$ cat src/rtl/irq_pkg.sv
package irq_pkg;
  localparam int DATA_W = 8;
  localparam int ADDR_W = 8;
  localparam int IDX_W  = $clog2(DATA_W);
  localparam logic [ADDR_W-1:0] OFS_EN  = 8'hE1;
  localparam logic [ADDR_W-1:0] OFS_PND = 8'hE3;
  localparam logic [ADDR_W-1:0] OFS_CLR = 8'hE5;
endpackage

$ cat src/rtl/irq_sync_edge.sv
module irq_sync_edge #(
  parameter int W      = 8,
  parameter int STAGES = 2
) (
  input  logic         clk_i,
  input  logic         rst_ni,
  input  logic [W-1:0] async_i,
  output logic [W-1:0] rise_o
);
  logic [W-1:0] stg_q [STAGES];
  logic [W-1:0] prev_q;

  always_ff @(posedge clk_i or negedge rst_ni) begin
    if (!rst_ni) stg_q[0] <= '0;
    else         stg_q[0] <= async_i;
  end

  for (genvar s = 1; s < STAGES; s++) begin : g_stg
    always_ff @(posedge clk_i or negedge rst_ni) begin
      if (!rst_ni) stg_q[s] <= '0;
      else         stg_q[s] <= stg_q[s-1];
    end
  end

  always_ff @(posedge clk_i or negedge rst_ni) begin
    if (!rst_ni) prev_q <= '0;
    else         prev_q <= stg_q[STAGES-1];
  end

  assign rise_o = stg_q[STAGES-1] & ~prev_q;


  single_edge_chk: assert property (@(posedge clk_i) disable iff (!rst_ni)
    (rise_o & $past(rise_o)) == '0);
endmodule

$ cat src/rtl/irq_pend_regs.sv
module irq_pend_regs #(
  parameter int                          W    = 8,
  parameter logic [irq_pkg::DATA_W-1:0] MASK = '1
) (
  input  logic         clk_i,
  input  logic         rst_ni,
  input  logic [W-1:0] set_i,
  input  logic         en_we_i,
  input  logic [W-1:0] en_wd_i,
  input  logic [W-1:0] clr_i,
  output logic [W-1:0] en_o,
  output logic [W-1:0] pend_o
);
  logic [W-1:0] en_q, pend_q;
  localparam logic [W-1:0] VMASK = MASK[W-1:0];

  always_ff @(posedge clk_i or negedge rst_ni) begin
    if (!rst_ni)      en_q <= '0;
    else if (en_we_i) en_q <= en_wd_i & VMASK;
  end

  // set beats clear so no event is lost
  always_ff @(posedge clk_i or negedge rst_ni) begin
    if (!rst_ni) pend_q <= '0;
    else         pend_q <= ((pend_q & ~clr_i) | set_i) & VMASK;
  end

  assign en_o   = en_q;
  assign pend_o = pend_q;


  pend_set_src_chk: assert property (@(posedge clk_i) disable iff (!rst_ni)
    (pend_q & ~$past(pend_q) & ~$past(set_i)) == '0);

  pend_clr_chk: assert property (@(posedge clk_i) disable iff (!rst_ni)
    (pend_q & $past(clr_i & ~set_i)) == '0);

  set_wins_chk: assert property (@(posedge clk_i) disable iff (!rst_ni)
    ($past(set_i & VMASK) & ~pend_q) == '0);

  unused_bits_chk: assert property (@(posedge clk_i) disable iff (!rst_ni)
    ((pend_q | en_q) & ~VMASK) == '0);
endmodule

$ cat src/rtl/irq_prio_enc.sv
module irq_prio_enc #(
  parameter int W     = 8,
  parameter int IDX_W = 3
) (
  input  logic [W-1:0]     vec_i,
  output logic [IDX_W-1:0] idx_o,
  output logic             vld_o
);
  always_comb begin
    idx_o = '0;
    for (int i = W-1; i >= 0; i--) begin
      if (vec_i[i]) idx_o = IDX_W'(i);
    end
  end
  assign vld_o = |vec_i;
endmodule

$ cat src/rtl/irq_pend_ctrl.sv
module irq_pend_ctrl
  import irq_pkg::*;
#(
  parameter int NUM_MOD     = 4,
  parameter int REQ_PER_MOD = 2,
  parameter int SYNC_STAGES = 2,
  parameter int LVL_W       = 3
) (
  input  logic              clk_i,
  input  logic              rst_ni,
  input  logic [DATA_W-1:0] req_i,
  input  logic              glb_en_i,
  input  logic [LVL_W-1:0]  lvl_i,
  input  logic [ADDR_W-1:0] addr_i,
  input  logic              rd_i,
  input  logic              wr_i,
  input  logic [DATA_W-1:0] wdata_i,
  output logic [DATA_W-1:0] rdata_o,
  output logic              irq_o,
  output logic [LVL_W-1:0]  irq_lvl_o,
  output logic [IDX_W-1:0]  ack_idx_o,
  output logic              ack_vld_o
);
  localparam int NUM_SRC = NUM_MOD * REQ_PER_MOD;
  localparam logic [DATA_W-1:0] VMASK =
    (NUM_SRC >= DATA_W) ? '1 : DATA_W'((1 << NUM_SRC) - 1);

  logic [DATA_W-1:0] rise, en, pend, act, clr;
  logic              en_we;

  irq_sync_edge #(.W(DATA_W), .STAGES(SYNC_STAGES)) u_sync (
    .clk_i, .rst_ni, .async_i(req_i & VMASK), .rise_o(rise)
  );

  assign en_we = wr_i && (addr_i == OFS_EN);
  assign clr   = (wr_i && (addr_i == OFS_CLR)) ? wdata_i : '0;

  irq_pend_regs #(.W(DATA_W), .MASK(VMASK)) u_regs (
    .clk_i, .rst_ni, .set_i(rise), .en_we_i(en_we), .en_wd_i(wdata_i),
    .clr_i(clr), .en_o(en), .pend_o(pend)
  );

  assign act = pend & en;

  irq_prio_enc #(.W(DATA_W), .IDX_W(IDX_W)) u_prio (
    .vec_i(act), .idx_o(ack_idx_o), .vld_o(ack_vld_o)
  );

  assign irq_o     = glb_en_i & ack_vld_o;
  assign irq_lvl_o = irq_o ? lvl_i : '0;

  always_comb begin
    rdata_o = '0;
    if (rd_i) begin
      unique case (addr_i)
        OFS_EN:  rdata_o = en;
        OFS_PND: rdata_o = pend;
        default: rdata_o = '0;
      endcase
    end
  end


  irq_gate_chk: assert property (@(posedge clk_i) disable iff (!rst_ni)
    irq_o |-> (glb_en_i && (pend & en) != '0));

  ack_hit_chk: assert property (@(posedge clk_i) disable iff (!rst_ni)
    ack_vld_o |-> (pend[ack_idx_o] && en[ack_idx_o]));

  ack_prio_chk: assert property (@(posedge clk_i) disable iff (!rst_ni)
    ack_vld_o |-> ((pend & en & ((DATA_W'(1) << ack_idx_o) - DATA_W'(1))) == '0));

  lvl_idle_chk: assert property (@(posedge clk_i) disable iff (!rst_ni)
    !irq_o |-> (irq_lvl_o == '0));
endmodule

$ cat config.mk
export PLATFORM = sky130hd
export DESIGN_NAME = irq_pend_ctrl
export DESIGN_NICKNAME = d
export VERILOG_FILES = /design/src/rtl/irq_pkg.sv /design/src/rtl/irq_sync_edge.sv /design/src/rtl/irq_pend_regs.sv /design/src/rtl/irq_prio_enc.sv /design/src/rtl/irq_pend_ctrl.sv
export SDC_FILE = /design/constraint.sdc
export NUM_CORES = 1
export LEC_CHECK = 0
export BUFFER_PORTS_ARGS = -buffer_cell sky130_fd_sc_hd__buf_4
export CAP_MARGIN = 40
export CORE_ASPECT_RATIO = 1.2
export CORE_MARGIN = 10
export CORE_UTILIZATION = 33
export CTS_CLUSTER_DIAMETER = 40
export DETAILED_ROUTE_END_ITERATION = 10
export HOLD_SLACK_MARGIN = 0.05
export PLACE_DENSITY = 0.54
export SYNTH_ARGS = -nofsm -noshare
export SYNTH_HDL_FRONTEND = slang
export SYNTH_HIERARCHICAL = 1
export SYNTH_SLANG_ARGS = --single-unit
export TNS_END_PERCENT = 1
$ cat constraint.sdc
create_clock -name clk_i -period 1.3 [get_ports clk_i]
set_clock_uncertainty 0.15 [all_clocks]
set_input_delay 0.13 -clock clk_i [delete_from_list [all_inputs] [get_ports clk_i]]
set_output_delay 0.13 -clock clk_i [all_outputs]
set_load 0.005 [all_outputs]
* Yosys cells after proc, flatten, opt, wreduce, memory -nomap -nowiden *
Index checks and enable logic that the tools add are counted.

storage, ports and cells
  register bits after elaboration = 40
  bits of input ports = 32
  output and inout port bits = 16
  word-level logic and storage cells = 30

operators by class
  equal/unequal tests = 3
  muxes and demuxes = 12
  bitwise gates (word level) = 7
  reductions and logical operators = 3

operator list
  cell                count
  $mux 3              9
  $and 8x8->8         3
  $eq 8x8->1 const B  3
  $mux 8              2
  $not 8->8           2
  $pmux 8 s2          1
  $or 8x8->8          1
  $reduce_or 8->1     1
  $logic_and 1x1->1   2
  $and 1x1->1         1

* Logic depth before layout (Yosys ltp) *
  depth after elaboration = 9
  gate-level depth with buffers = 6
  gate-level depth less buffers = 4

* Modules after synthesis *
Netlist, hierarchy kept.

modules (own cells, without submodules)
  module         instances  cells an instance  area each (um2)  seq. area each (um2)
  irq_sync_edge  1          32                 710.7            600.6
  irq_pend_regs  1          41                 621.8            400.4
  irq_pend_ctrl  1          53                 396.6            0.0
  irq_prio_enc   1          13                 81.3             0.0

* Worst setup path after synthesis *
OpenSTA, ideal clock, no wires.

  path kind = input -> register
  start = in addr_i[4]
  end = reg u_regs.en_q[0] (netlist: u_regs/en_o[0])
  setup time = 0.125 ns
  arrival time = 1.265 ns
  data required time = 1.025 ns
  slack = -0.240 ns
  cell stages on the path = 6
  buffers on the path = 3
  cell sequence = nand4bb_1 -> buf_6 -> buf_8 -> nor4_4 -> buf_6 -> mux2_4

on the way
  longest elaborated chain between the ends = 2

RTL lines
  what                  RTL line             RTL
  from (decl)           irq_pend_ctrl.sv:14  input logic [ADDR_W-1:0] addr_i,
  $eq 8x8->1            irq_pend_ctrl.sv:35  assign en_we = wr_i && (addr_i == OFS_EN);
  $logic_and 1x1->1     irq_pend_ctrl.sv:35
  net en_we             irq_pend_ctrl.sv:29  logic en_we;
  to (signal assigned)  irq_pend_regs.sv:19  else if (en_we_i) en_q <= en_wd_i & VMASK;
  to (decl)             irq_pend_regs.sv:14  logic [W-1:0] en_q, pend_q;

The timed path passes the listed nets, and every way through them passes these cells.
A chain may end at the register's enable or synchronous reset.

* Final worst setup path *
  start = reg u_regs.en_q[7] (netlist: u_regs/en_o[7])
  end = out irq_lvl_o[2]

on the way
  longest elaborated chain between the ends = 4

RTL lines
  what             RTL line             RTL
  $and 8x8->8      irq_pend_ctrl.sv:43  assign act = pend & en;
  net act[7]       irq_pend_ctrl.sv:28  logic [DATA_W-1:0] rise, en, pend, act, clr;
  $reduce_or 8->1  irq_prio_enc.sv:15   assign vld_o = |vec_i;
  $and 1x1->1      irq_pend_ctrl.sv:49  assign irq_o = glb_en_i & ack_vld_o;
  $mux 3           irq_pend_ctrl.sv:50  assign irq_lvl_o = irq_o ? lvl_i : '0;
  to (decl)        irq_pend_ctrl.sv:20  output logic [LVL_W-1:0] irq_lvl_o,

The timed path passes the listed nets, and every way through them passes these cells.

==> run_results.csv <==
group,metric,value,unit
timing,rsz0062_at_grt,"yes",
worst_setup_path,rrSetupSlack,160,ps
finish,fin_area,2790,sq um
drt,viasPerCell,4.68,
timing,drv_slew,0,
placement,place_congestion,0.857,
placement,portBuffers,47,
timing,setup_viol,16,
worst_setup_path,slowest_delay,380,ps
placement,dpl.cell_count,269,
finish,fin_cells,298,
floorplan,num_io_pins,48,
placement,pre_cts_ws,-333,ps
finish,final_util,52.7,%
cts,clk_pin_slew,70,ps
cts,cts_tree,"built",
worst_setup_path,cpMaxStageDelayCell,"dfrtp_1",
worst_setup_path,critical_path_class,"flop to output pin",
floorplan,dieArea,8860,sq um
cts,clk_latency,280,ps
floorplan,coreArea,5300,sq um
worst_setup_path,required,1020,ps
power_and_ir_drop,finalPower,2.79,mW
grt,grt.overflow.total,0,
timing,slew_headroom,66.5,%
grt,grt_usage,10.5,%
logic_synthesis,seq_area_frac_synth,55.3,%
floorplan,rows,29,
drt,wl_per_cell,15.4,microns
worst_setup_path,path_cells,"and2_4 > nor4_4 > nand3_2 > and3_4 > buf_6",
logic_synthesis,synth.top_cell.area_share,55.3,%
timing,fin_tns_setup,-5240,ps
logic_synthesis,syn_area,1810,sq um
grt,grt_pass1_wl,7.34,mm
timing,worstMarginPinSlew,503,ps
power_and_ir_drop,p_per_area,1000,nW/um^2
grt,grt_max_degree,41,
timing,hold_viol,0,
hold_path,hold_path_class,"flop to flop",
cts,cts-buffers-inserted,5,
drt,ant_nets,0,
grt,grt_antenna_before_repair,0,
worst_setup_path,critPathMaxFanout,5,
timing,fmax,534,MHz
logic_synthesis,synth_nets,171,
placement,dpl.hpwl,3.40,mm
drt,drc_errors,0,
worst_setup_path,cp.arrival,1590,ps
cts,cts_root_buf,"clkbuf_8",
outcome,violations,"negative setup slack",
timing,fin_ws,-573,ps
logic_synthesis,yosys.area.top_type,"dfrtp_1",
grt,grt_pass1_vias,1582,
cts,htreeDepth,2,
timing,finalCritPeriodShare,144,%
floorplan,die_height,101,microns
outcome,outcome,"complete, but fails checks",
placement,placed_area,2400,sq um
power_and_ir_drop,p_leak,1.29,nW
drt,dr.pass1.iters,4,
logic_synthesis,synth_area_per_cell,13.0,sq um
finish,drive_above_1_share,51.3,%
floorplan,die_w,87.6,microns
drt,drt_iter0_markers,52,
cts,cts.sinks,40,
finish,nets,267,
flow_run,cap_violations,0,
logic_synthesis,netlist_top_cells_area,"dfrtp_1 55%, mux2_4 6.6%, nor2b_4 6.1%, mux2i_1 4.4%, a21o_1 3.3%",
worst_setup_path,start_kind,"flop",
timing,holdWs,201,ps
drt,vias,1395,
cts,clk_path_buf_depth,2,
logic_synthesis,synthCells,139,
floorplan,start_util,34.2,%
finish,syn_to_final_growth,54.1,%
logic_synthesis,synth_seq_cells,40,
finish,fillers,454,
logic_synthesis,ys_types,28,
power_and_ir_drop,irDropWorstVdd,0.607,mV
timing,finalCriticalPeriod,1870,ps
worst_setup_path,cp-end-kind,"output pin",
drt,wl,4.59,mm
finish,antenna_cells,0,
logic_synthesis,yosysWarnings,6,
-- sequential cells by signal, summed over array words and instances, names as in the netlist --
register and count:
u_sync/prev_q 8, u_regs/pend_o 8, u_regs/en_o 8, u_sync/stg_q 16
-- repair_timing --
item,4_1_cts,5_1_grt
pin swaps,5,5
hold buffers,17,0
gates resized for setup,13,8
setup endpoints to repair,16,20
buffers inserted,3,1
hold endpoints to repair,56,0
-- worst max-delay path, delay by kind of cell (launching register included) --
kind | cells | cell delay [ps]
buf+inv | 1 | 110
flops | 1 | 380
simple gates | 4 | 820
-- cell usage in the layout (no fill, tap or decap), types with 4 or more instances in the layout --
master	instances
a21o_1	8
nand2_1	8
nor3_1	7
dfrtp_1	40
mux2_4	8
inv_1	9
mux2i_1	7
buf_4	74
nor4_1	4
clkbuf_8	5
dlygate4sd3_1	17
nor2b_4	8
and2_1	6
-- power breakdown --
part / leakage (nW) / internal (mW) / switching, mW
clock network: 0.0552 / 0.570 / 0.419
logic: 0.778 / 0.293 / 0.189
registers: 0.460 / 1.29 / 0.0260
total: 1.29 / 2.16 / 0.634
-- cells by family (layout without fill, tap and decap cells) --
group / count (synthesis) / after routing / share of synthesized area [%]
AND/OR/NAND/NOR: 55 / 55 / 23.3
buffers and inverters: 15 / 112 / 5.18
flip-flops: 40 / 40 / 55.3
multiplexers: 16 / 16 / 11.1
AO/OA/AOI/OAI: 13 / 13 / 5.18
-- metal layers --
metal  global-route usage, %  wire [microns]  vias to the layer above
met4                    5.28              84                        0
met5                       0               0                        -
met1                    11.2            1730                      679
met3                    3.53             245                        8
li1                        -               -                      672
met2                    18.0            2520                       36
-- cell type report --
type	count	area [sq um]	area share (%)
Clock inverter	2	35.0	1.26
Tap cell	62	77.6	2.78
Clock buffer	6	72.6	2.60
Sequential cell	40	1000	35.9
Multi-Input combinational cell	84	791	28.3
Timing Repair Buffer	95	779	27.9
Inverter	9	33.8	1.21
-- cell usage after synthesis, drive strengths merged --
cell,count
a21o,8
and2,9
and3b,1
o21bai,1
o21ai,1
and3,3
inv,9
dfrtp,40
mux2,8
nand4b,1
mux2i,8
nand2,8
nand4bb,1
nand3,2
nor3,8
nor4,10
a21boi,1
a21oi,1
buf,6
nor2b,9
o41ai,1
nor2,3
-- path summary, 6_finish.rpt --
check	startpoint	to	depth (start not counted)
max in group asynchronous	rst_ni	u_sync/stg_q[8]$_DFF_PN0_	2
setup reg to reg	u_regs/en_o[5]$_DFFE_PN0P_	u_regs/en_o[5]$_DFFE_PN0P_	3
min in group asynchronous	rst_ni	u_sync/stg_q[11]$_DFF_PN0_	2
hold reg to reg	u_sync/stg_q[10]$_DFF_PN0_	u_sync/stg_q[2]$_DFF_PN0_	0
hold / removal	u_sync/stg_q[10]$_DFF_PN0_	u_sync/stg_q[2]$_DFF_PN0_	0
setup / recovery	u_regs/en_o[7]$_DFFE_PN0P_	irq_lvl_o[2]	5
No activity file was read; power rests on OpenSTA's default activity.
